### src/rtl/sio_cfg_pkg.sv
// Shared constants and types for the keyed configuration port.
// Assumes 8-bit registers and an 8-bit register number.
package sio_cfg_pkg;
    localparam logic [7:0] KEY_ENTER  = 8'h87;
    localparam logic [7:0] KEY_EXIT   = 8'hAA;
    localparam logic [7:0] REG_LDN    = 8'h07;
    localparam logic [7:0] REG_ID_HI  = 8'h20;
    localparam logic [7:0] REG_ID_LO  = 8'h21;
    localparam int         GLB_FIRST  = 8'h22;
    localparam int         BANK_FIRST = 8'h30;
    localparam logic [7:0] BASE_LO    = 8'h2E;
    localparam logic [7:0] BASE_HI    = 8'h4E;
    localparam logic [11:0] ID_FAMILY = 12'hA23;

    typedef enum logic [1:0] {
        KEY_IDLE = 2'd0,
        KEY_HALF = 2'd1,
        KEY_OPEN = 2'd2
    } key_state_e;
endpackage

### src/rtl/sio_unlock.sv
// Unlock sequencer: follows the bytes written to the index port.
// Two 0x87 writes in a row open the space and 0xAA closes it.
// Assumes idx_wr is a one-cycle qualified write to the index port.
module sio_unlock
    import sio_cfg_pkg::*;
(
    input  logic       clk,
    input  logic       rst_n,
    input  logic       idx_wr,
    input  logic [7:0] wdata,
    output logic       unlocked
);
    key_state_e state;

    // Advance the key sequence on each index-port write.
    always_ff @(posedge clk) begin
        if (!rst_n) begin
            state <= KEY_IDLE;
        end else if (idx_wr) begin
            case (state)
                KEY_IDLE: if (wdata == KEY_ENTER) state <= KEY_HALF;
                KEY_HALF: state <= (wdata == KEY_ENTER) ? KEY_OPEN : KEY_IDLE;
                KEY_OPEN: if (wdata == KEY_EXIT) state <= KEY_IDLE;
                default:  state <= KEY_IDLE;
            endcase
        end
    end

    assign unlocked = (state == KEY_OPEN);
endmodule

### src/rtl/sio_global_regs.sv
// Shared registers below the banked range: device select, the
// read-only chip identifier and NGLB general settings from 0x22.
// Assumes wr_en is already qualified by the unlocked state.
module sio_global_regs
    import sio_cfg_pkg::*;
#(
    parameter int          NGLB    = 8,
    parameter logic [15:0] CHIP_ID = 16'hA230
) (
    input  logic              clk,
    input  logic              rst_n,
    input  logic              wr_en,
    input  logic [7:0]        idx,
    input  logic [7:0]        wdata,
    output logic [7:0]        sel_dev,
    output logic [NGLB*8-1:0] glb_flat,
    output logic [7:0]        rd_data
);
    logic [7:0] glb [NGLB];

    // Device select register.
    always_ff @(posedge clk) begin
        if (!rst_n) sel_dev <= 8'h00;
        else if (wr_en && idx == REG_LDN) sel_dev <= wdata;
    end

    for (genvar g = 0; g < NGLB; g++) begin : g_glb
        // One general setting register.
        always_ff @(posedge clk) begin
            if (!rst_n) glb[g] <= 8'h00;
            else if (wr_en && idx == 8'(GLB_FIRST + g)) glb[g] <= wdata;
        end
        assign glb_flat[g*8 +: 8] = glb[g];
    end

    // Read multiplexer; anything unimplemented reads 0.
    always_comb begin
        rd_data = 8'h00;
        if (idx == REG_LDN)   rd_data = sel_dev;
        if (idx == REG_ID_HI) rd_data = CHIP_ID[15:8];
        if (idx == REG_ID_LO) rd_data = CHIP_ID[7:0];
        for (int g = 0; g < NGLB; g++) begin
            if (idx == 8'(GLB_FIRST + g)) rd_data = glb[g];
        end
    end
endmodule

### src/rtl/sio_dev_banks.sv
// Per-device register banks at offsets 0x30..0x30+NBANK-1. Only the
// bank named by sel_dev is reachable; a select of NDEV or more reaches none.
// Assumes NDEV <= 256 and wr_en is already qualified by the unlocked state.
module sio_dev_banks
    import sio_cfg_pkg::*;
#(
    parameter int NDEV  = 4,
    parameter int NBANK = 4
) (
    input  logic                    clk,
    input  logic                    rst_n,
    input  logic                    wr_en,
    input  logic [7:0]              idx,
    input  logic [7:0]              wdata,
    input  logic [7:0]              sel_dev,
    output logic [NDEV*NBANK*8-1:0] bank_flat,
    output logic [NBANK*8-1:0]      cur_bank,
    output logic [NDEV*8-1:0]       dev_en,
    output logic [7:0]              rd_data
);
    logic [7:0] regs [NDEV][NBANK];

    for (genvar d = 0; d < NDEV; d++) begin : g_dev
        for (genvar r = 0; r < NBANK; r++) begin : g_reg
            // One banked register of device d.
            always_ff @(posedge clk) begin
                if (!rst_n) regs[d][r] <= 8'h00;
                else if (wr_en && sel_dev == 8'(d) && idx == 8'(BANK_FIRST + r))
                    regs[d][r] <= wdata;
            end
            assign bank_flat[(d*NBANK + r)*8 +: 8] = regs[d][r];
        end
        assign dev_en[d*8 +: 8] = regs[d][0];
    end

    // Selected-bank view and bank read data.
    always_comb begin
        cur_bank = '0;
        rd_data  = 8'h00;
        for (int d = 0; d < NDEV; d++) begin
            if (sel_dev == 8'(d)) begin
                for (int r = 0; r < NBANK; r++) begin
                    cur_bank[r*8 +: 8] = regs[d][r];
                    if (idx == 8'(BANK_FIRST + r)) rd_data = regs[d][r];
                end
            end
        end
    end
endmodule

### src/rtl/sio_cfg_port.sv
// Keyed index/data configuration port. Decodes the two port addresses
// from the strap, holds the register number, gates data access on the
// unlock state and merges read data. Reads are combinational while
// io_rd is high; writes take effect on the clock edge with io_wr high.
module sio_cfg_port
    import sio_cfg_pkg::*;
#(
    parameter int         ADDR_W   = 16,
    parameter int         NDEV     = 4,
    parameter int         NBANK    = 4,
    parameter int         NGLB     = 8,
    parameter logic [3:0] CHIP_REV = 4'h0
) (
    input  logic                    clk,
    input  logic                    rst_n,
    input  logic                    strap_hi,
    input  logic [ADDR_W-1:0]       io_addr,
    input  logic                    io_rd,
    input  logic                    io_wr,
    input  logic [7:0]              io_wdata,
    output logic [7:0]              io_rdata,
    output logic                    cfg_mode,
    output logic [7:0]              sel_dev,
    output logic [NGLB*8-1:0]       glb_cfg,
    output logic [NDEV*8-1:0]       dev_en,
    output logic [NBANK*8-1:0]      cur_bank,
    output logic [NDEV*NBANK*8-1:0] bank_cfg
);
    localparam logic [15:0] CHIP_ID = {ID_FAMILY, CHIP_REV};

    logic [ADDR_W-1:0] base;
    logic              idx_sel, dat_sel, idx_wr, data_wr;
    logic [7:0]        cfg_idx, glb_rd, bank_rd;

    assign base    = strap_hi ? ADDR_W'(BASE_HI) : ADDR_W'(BASE_LO);
    assign idx_sel = (io_addr == base);
    assign dat_sel = (io_addr == base + ADDR_W'(1));
    assign idx_wr  = io_wr && idx_sel;
    assign data_wr = io_wr && dat_sel && cfg_mode;

    sio_unlock u_key (
        .clk      (clk),
        .rst_n    (rst_n),
        .idx_wr   (idx_wr),
        .wdata    (io_wdata),
        .unlocked (cfg_mode)
    );

    // Register number, stored only while open; the exit byte is not kept.
    always_ff @(posedge clk) begin
        if (!rst_n) cfg_idx <= 8'h00;
        else if (idx_wr && cfg_mode && io_wdata != KEY_EXIT) cfg_idx <= io_wdata;
    end

    sio_global_regs #(.NGLB(NGLB), .CHIP_ID(CHIP_ID)) u_glb (
        .clk      (clk),
        .rst_n    (rst_n),
        .wr_en    (data_wr),
        .idx      (cfg_idx),
        .wdata    (io_wdata),
        .sel_dev  (sel_dev),
        .glb_flat (glb_cfg),
        .rd_data  (glb_rd)
    );

    sio_dev_banks #(.NDEV(NDEV), .NBANK(NBANK)) u_bank (
        .clk       (clk),
        .rst_n     (rst_n),
        .wr_en     (data_wr),
        .idx       (cfg_idx),
        .wdata     (io_wdata),
        .sel_dev   (sel_dev),
        .bank_flat (bank_cfg),
        .cur_bank  (cur_bank),
        .dev_en    (dev_en),
        .rd_data   (bank_rd)
    );

    // Bus read data: 0xFF from either port while locked, 0 off-window.
    always_comb begin
        io_rdata = 8'h00;
        if (io_rd) begin
            if (idx_sel)      io_rdata = cfg_mode ? cfg_idx : 8'hFF;
            else if (dat_sel) io_rdata = cfg_mode ? (glb_rd | bank_rd) : 8'hFF;
        end
    end
endmodule

### config.mk
export PLATFORM = sky130hd
export DESIGN_NAME = sio_cfg_port
export DESIGN_NICKNAME = d
export VERILOG_FILES = /design/src/rtl/sio_cfg_pkg.sv /design/src/rtl/sio_unlock.sv /design/src/rtl/sio_global_regs.sv /design/src/rtl/sio_dev_banks.sv /design/src/rtl/sio_cfg_port.sv
export SDC_FILE = /design/constraint.sdc
export NUM_CORES = 1
export LEC_CHECK = 0
export ABC_CLOCK_PERIOD_IN_PS = 2800
export BUFFER_PORTS_ARGS = -buffer_cell sky130_fd_sc_hd__clkbuf_2
export CAP_MARGIN = 20
export CORE_MARGIN = 4
export CORE_UTILIZATION = 49
export CTS_CLUSTER_DIAMETER = 100
export DETAILED_ROUTE_END_ITERATION = 10
export GPL_TIMING_DRIVEN = 1
export PLACE_DENSITY = 0.87
export SYNTH_ARGS = -nofsm -noshare
export SYNTH_HDL_FRONTEND = slang
export SYNTH_SLANG_ARGS = --single-unit
### constraint.sdc
create_clock -name clk -period 2.8 [get_ports clk]
set_input_delay 0.56 -clock clk [delete_from_list [all_inputs] [get_ports clk]]
set_output_delay 0.56 -clock clk [all_outputs]
set_load 0.05 [all_outputs]
## After elaboration in Yosys (flattened, before gate mapping)

Memory sizes are Yosys's and may differ from the RTL's.
Cells that the tools add are included.

| word-level totals | value |
|---|---|
| register bits | 18 |
| bits in writable memories | 192 |
| input port bits | 29 |
| memories kept | 2 |

| operators by class | value |
|---|---|
| add/subtract/negate cells | 1 |
| eq/ne operators | 27 |
| muxes and demuxes | 142 |
| bitwise logic cells | 25 |
| reductions and logical operators | 37 |

Memories:

| name | depth | bits a word | read ports | clocked after Yosys merged registers in | wr ports | line | text |
|---|---|---|---|---|---|---|---|
| u_bank.regs | 4 | 32 | 4 | 0 | 4 | sio_dev_banks.sv:21 | `logic [7:0] regs [NDEV][NBANK];` |
| u_glb.glb | 8 | 8 | 8 | 0 | 8 | sio_global_regs.sv:19 | `logic [7:0] glb [NGLB];` |

Operators with widths:

| kind | count |
|---|---|
| 2-to-1 mux 8 bit | 60 |
| 2-to-1 mux 32 bit | 4 |
| == test 8 x 6 -> 1 bit (second input constant) | 14 |
| 2-to-1 mux 1 bit | 73 |
| logical AND 1 bit | 34 |
| OR 1 bit | 24 |
| == test 16 x 7 -> 1 bit | 1 |
| == test 16 x 8 -> 1 bit | 1 |
| == test 8 x 2 -> 1 bit (second input constant) | 2 |
| == test 8 bit (second input constant) | 2 |
| adder 7 x 1 -> 8 bit (second input constant) | 1 |
| == test 8 x 1 -> 1 bit (second input constant) | 1 |
| == test 8 x 3 -> 1 bit (second input constant) | 1 |
| logical NOT 8 bit | 1 |
| != test 8 bit (second input constant) | 1 |
| OR 8 bit | 1 |
| 2-to-1 mux 7 bit | 1 |
| 2-to-1 mux 2 bit | 3 |
| one-hot mux 2 bit (3 select lines) | 1 |
| != test 2 x 1 -> 1 bit (second input constant) | 2 |
| AND reduction 3 bit | 1 |
| == test 2 x 1 -> 1 bit (second input constant) | 1 |
| == test 2 bit (second input constant) | 1 |
| logical NOT 2 bit | 1 |

## Longest topological paths before layout

| depth | value |
|---|---|
| depth after elaboration | 26 |
| mapped depth | 10 |
| mapped depth without buffers | 6 |

## By module

Synthesis repeated with hierarchy kept, for this count alone.

| second synthesis, totals | value |
|---|---|
| cell total of the unflattened synthesis | 1021 |
| area, all modules | 12169.2 um^2 |

By module, submodules not included:

| module | instances | cells an instance | area each (um^2) | seq. area each (um^2) |
|---|---|---|---|---|
| sio_dev_banks | 1 | 583 | 7614.8 | 3843.7 |
| sio_global_regs | 1 | 338 | 3766.1 | 2082.0 |
| sio_cfg_port | 1 | 86 | 651.9 | 160.2 |
| sio_unlock | 1 | 14 | 136.4 | 40.0 |

## Worst setup path after synthesis

Ideal clock, no wire load.

| path | value |
|---|---|
| path type | register to output |
| start point | register u_glb.sel_dev[0] |
| end point | output port io_rdata[1] |
| arrival | 2.938 ns |
| data required time | 2.240 ns |
| path slack | -0.698 ns |
| cell stages (with the launch flop) | 7 |
| buffers on the path | 3 |
| cells stage by stage | dfxtp_1 clkbuf_1 buf_1 nand3b_1 clkbuf_1 o22a_1 a31oi_1 |

| on the way | value |
|---|---|
| longest elaborated chain between the ends | 22 |
| elaborated cells on any way between the ends | 25 |

RTL lines:

| element | line | text |
|---|---|---|
| start: declaration | sio_global_regs.sv:15 | `output logic [7:0] sel_dev,` |
| start signal: assignment | sio_global_regs.sv:24 | `else if (wr_en && idx == REG_LDN) sel_dev <= wdata;` |
| logical NOT 8 bit | sio_dev_banks.sv:41 | `if (sel_dev == 8'(d)) begin` |
| 2-to-1 mux 8 bit | sio_dev_banks.sv:41 |  |
| 2-to-1 mux 8 bit (4 in series) | sio_dev_banks.sv:44 | `if (idx == 8'(BANK_FIRST + r)) rd_data = regs[d][r];` |
| 2-to-1 mux 8 bit | sio_dev_banks.sv:41 |  |
| 2-to-1 mux 8 bit (4 in series) | sio_dev_banks.sv:44 |  |
| 2-to-1 mux 8 bit | sio_dev_banks.sv:41 |  |
| 2-to-1 mux 8 bit (4 in series) | sio_dev_banks.sv:44 |  |
| 2-to-1 mux 8 bit (*) | sio_dev_banks.sv:41 |  |
| OR 8 bit (*) | sio_cfg_port.sv:84 | `else if (dat_sel) io_rdata = cfg_mode ? (glb_rd \| bank_rd) : 8'hFF;` |
| 2-to-1 mux 8 bit (*) (2 in series) | sio_cfg_port.sv:84 |  |
| 2-to-1 mux 8 bit (*) | sio_cfg_port.sv:83 | `if (idx_sel) io_rdata = cfg_mode ? cfg_idx : 8'hFF;` |
| 2-to-1 mux 8 bit (*) | sio_cfg_port.sv:82 | `if (io_rd) begin` |
| end: declaration | sio_cfg_port.sv:21 | `output logic [7:0] io_rdata,` |

Every way passes the cells marked *; elsewhere a longest branch is shown, timed or not.

## Worst setup path after layout

| path | value |
|---|---|
| start point | register cfg_idx[6] |
| end point | output port io_rdata[2] |

| on the way | value |
|---|---|
| longest elaborated chain between the ends | 26 |
| elaborated cells on any way between the ends | 51 |

RTL lines:

| element | line | text |
|---|---|---|
| start: declaration | sio_cfg_port.sv:33 | `logic [7:0] cfg_idx, glb_rd, bank_rd;` |
| start signal: assignment | sio_cfg_port.sv:52 | `else if (idx_wr && cfg_mode && io_wdata != KEY_EXIT) cfg_idx <= io_wdata;` |
| == test 8 x 6 -> 1 bit | sio_dev_banks.sv:44 |  |
| 2-to-1 mux 8 bit (4 in series) | sio_dev_banks.sv:44 |  |
| 2-to-1 mux 8 bit | sio_dev_banks.sv:41 |  |
| 2-to-1 mux 8 bit (4 in series) | sio_dev_banks.sv:44 |  |
| 2-to-1 mux 8 bit | sio_dev_banks.sv:41 |  |
| 2-to-1 mux 8 bit (4 in series) | sio_dev_banks.sv:44 |  |
| 2-to-1 mux 8 bit | sio_dev_banks.sv:41 |  |
| 2-to-1 mux 8 bit (4 in series) | sio_dev_banks.sv:44 |  |
| 2-to-1 mux 8 bit | sio_dev_banks.sv:41 |  |
| OR 8 bit (*) | sio_cfg_port.sv:84 |  |
| 2-to-1 mux 8 bit (*) (2 in series) | sio_cfg_port.sv:84 |  |
| 2-to-1 mux 8 bit (*) | sio_cfg_port.sv:83 |  |
| 2-to-1 mux 8 bit (*) | sio_cfg_port.sv:82 |  |

Marked as above.

==> impl_metrics.csv <==
group,metric,value,unit
outcome,outcome,"complete, but fails checks",
outcome,violations,"negative setup slack",
global_routing,grt_overflow,0,
clocking,numClockSinks,210,
global_routing,grt_max_degree,43,
hold_path,min_to,"u_key.state[1]",
floorplan,die_w,161,um
layout,diodes,0,
clocking,cts.htree.levels,1,
setup_path,rr_endpoint,"u_bank.regs[1][8]",
timing,worstMarginPinSlew,680,ps
drt,postRouteAntennaNets,0,
layout,synthToLayoutAreaGrowth,33.3,%
layout,nets,1407,
floorplan,dieArea,26000,um^2
place,hpwlAfterDp,34800,um
clocking,root_buffer,"clkbuf_16",
layout,design_area,15300,um^2
timing,setup_viol,8,
layout,post_layout_nonfiller_instances,1706,
hold_path,hold_depth,4,
timing,worst_slack,-517,ps
logic_synthesis,netlist_area,11500,um^2
hold_path,hold_class,"primary input to flop",
logic_synthesis,synth_top_area_share,0.501,
clocking,ctsHoldBuffers,0,
place,postPlaceCellArea,14300,um^2
floorplan,die_height,161,um
logic_synthesis,synth_common_cells,"and2_1, edfxtp_1, clkbuf_1",
global_routing,grt_pass1_wl,68800,um
setup_path,path_delay_family,"simple AND/OR/NAND/NOR gates",
pwr,ir_drop,0.000396,V
drt,drtPass1Iterations,6,
place,dp_slack,-214,ps
timing,fin_skew,13.5,ps
clocking,numCtsBuffers,22,
logic_synthesis,syn_nets,1035,
setup_path,slowest_stage,"or4b_4",
clocking,clk_pin_slew,60,ps
drt,via_count,11000,
clocking,clockBufferDepth,3,
place,numPortBuffers,301,
run,cap_violations,0,
logic_synthesis,synth_area_leaders,"edfxtp_1, and2_1, mux4_2",
timing,slew_headroom,0.543,
logic_synthesis,yosysMostFrequentCell,"and2_1",
setup_path,timing.rr.start,"u_glb.sel_dev[7]",
global_routing,grt_usage,0.351,
setup_path,reg2reg_depth,8,
floorplan,rows,55,
clocking,worstSkewPairLatency,520,ps
setup_path,worst_setup_path_start_kind,"flop",
logic_synthesis,synth_top_flop_cell,"edfxtp_1",
setup_path,required,2240,ps
timing,period_share,1.18,
setup_path,worstPathArrival,2760,ps
logic_synthesis,ys.warnings.count,0,
place,gp_congestion,1.02,
setup_path,slowest_delay,580,ps
logic_synthesis,synth_edf_count,192,
floorplan,start_util,0.503,
drt,routed_wl,47700,um
hold_path,hp-start,"io_wr",
global_routing,grt_pass1_vias,10700,
layout,drive_gt1_frac,0.429,
layout,fin_util,0.670,
pwr,total_leakage_power,5.99,nW
logic_synthesis,yosysSeqAreaShare,0.532,
logic_synthesis,synth_cells,1006,
timing,rsz0062_at_grt,"true",
setup_path,reg2reg_slack,340,ps
setup_path,cp-startpoint,"cfg_idx[6]",
drt,vias_per_cell,6.44,
global_routing,antenna_found_initial,1,
logic_synthesis,synth_largest_area_cell,"edfxtp_1",
timing,fmax,0.301,GHz
setup_path,crit_path_end_kind,"output pin",
logic_synthesis,ys_ff_latch,210,
timing,slew_violations,0,
logic_synthesis,avgSynthCellArea,11.4,um^2
timing,min_period,3320,ps
timing,finalHoldViolCount,0,
setup_path,path_max_fanout,4,
logic_synthesis,synthArstFlopShare,0,
setup_path,crit_buf_inv,1,
clocking,cts_tree,"done",
setup_path,worstSetupPathType,"flop to output pin",
drt,drt_iter0_drc,1786,
floorplan,ios,302,
pwr,powerDensity,513,nW/um^2
drt,wl_per_cell,28.0,um
floorplan,core,22900,um^2
drt,drc,0,
logic_synthesis,synth_cell_type_count,61,
place,dp_cells,1663,
setup_path,crit_path_cell_trace,"or4b_4 > or4_4 > o2bb2ai_4 > a211oi_2 > o32ai_2 > o221a_2 > buf_12",
[metrics by stage]
step / hold slack (ps) / setup TNS, ps / power (mW)
after floorplan: 473 / -30.9 / 4.62
after global placement: 497 / -547 / 5.02
after detailed placement: 502 / -1920 / 5.03
after CTS: 495 / -3480 / 7.84
after global routing: 545 / -3940 / 8.02
final: 494 / -3580 / 7.87
[state kept, by name (all words and copies together) (netlist names)]
signal         flops
cfg_idx            8
u_glb.glb         64
u_key.state        2
u_bank.regs      128
u_glb.sel_dev      8
[per-layer routing]
layer	wire length, um	vias to the layer above	track usage
met4	2790	2	0.164
li1	-	4442	-
met1	16700	5281	0.475
met3	6590	210	0.0743
met5	18	-	0
met2	21600	1046	0.545
[area by class of cell]
class,count,area [um^2]
Timing Repair Buffer,453,2910
Inverter,9,33.8
Tap cell,313,392
Clock inverter,12,93.8
Fill cell,1672,7570
Multi-Input combinational cell,682,5180
Sequential cell,210,6140
Clock buffer,27,601
[worst max-delay path by stage]
stage	end	slack (ps)	cells past startpoint
final	io_rdata[2]	-520	7
after global routing	io_rdata[2]	-580	7
after CTS	io_rdata[2]	-500	7
after detailed placement	io_rdata[7]	-210	9
after global placement	io_rdata[5]	-110	9
after floorplan	io_rdata[3]	-20	7
[placed cells by master (no fill, tap or decap), types with 13 or more instances in the layout]
master	count
nand2_1	56
mux4_2	33
nor2b_1	13
buf_12	14
and2_1	195
nor2_1	44
and3_1	35
clkbuf_2	292
o21ai_0	53
a21oi_1	18
buf_4	137
edfxtp_1	192
mux2i_1	42
clkbuf_16	24
nor3_1	13
[where the power goes]
part / switching, mW / internal [mW]
sequential: 0.192 / 3.56
combinational: 0.992 / 0.252
clock: 1.26 / 1.62
total: 2.44 / 5.43
[cells by family after synthesis]
kind of cell	after synthesis	synth area share
AOI/OAI and AO/OA	169	0.0958
buffers and inverters	114	0.0482
DFF	210	0.532
muxes	85	0.111
and+or+nand+nor	428	0.213
[repair_timing]
action	CTS	global route
gates resized for setup	21	41
setup endpoints to repair	10	22
cloned	1	1
pin swaps	4	7
hold endpoints to repair	0	0
setup buffers	0	2
[worst register-to-register path, stage by stage, from the launching register on]
cell	delay, ps
dfxtp_1	310
nor4_2	270
buf_4	210
and2_2	240
nand3b_1	220
buf_4	250
nand2b_1	260
o21ai_0	220
buf_4	200
(Power assumes the default switching activity.)
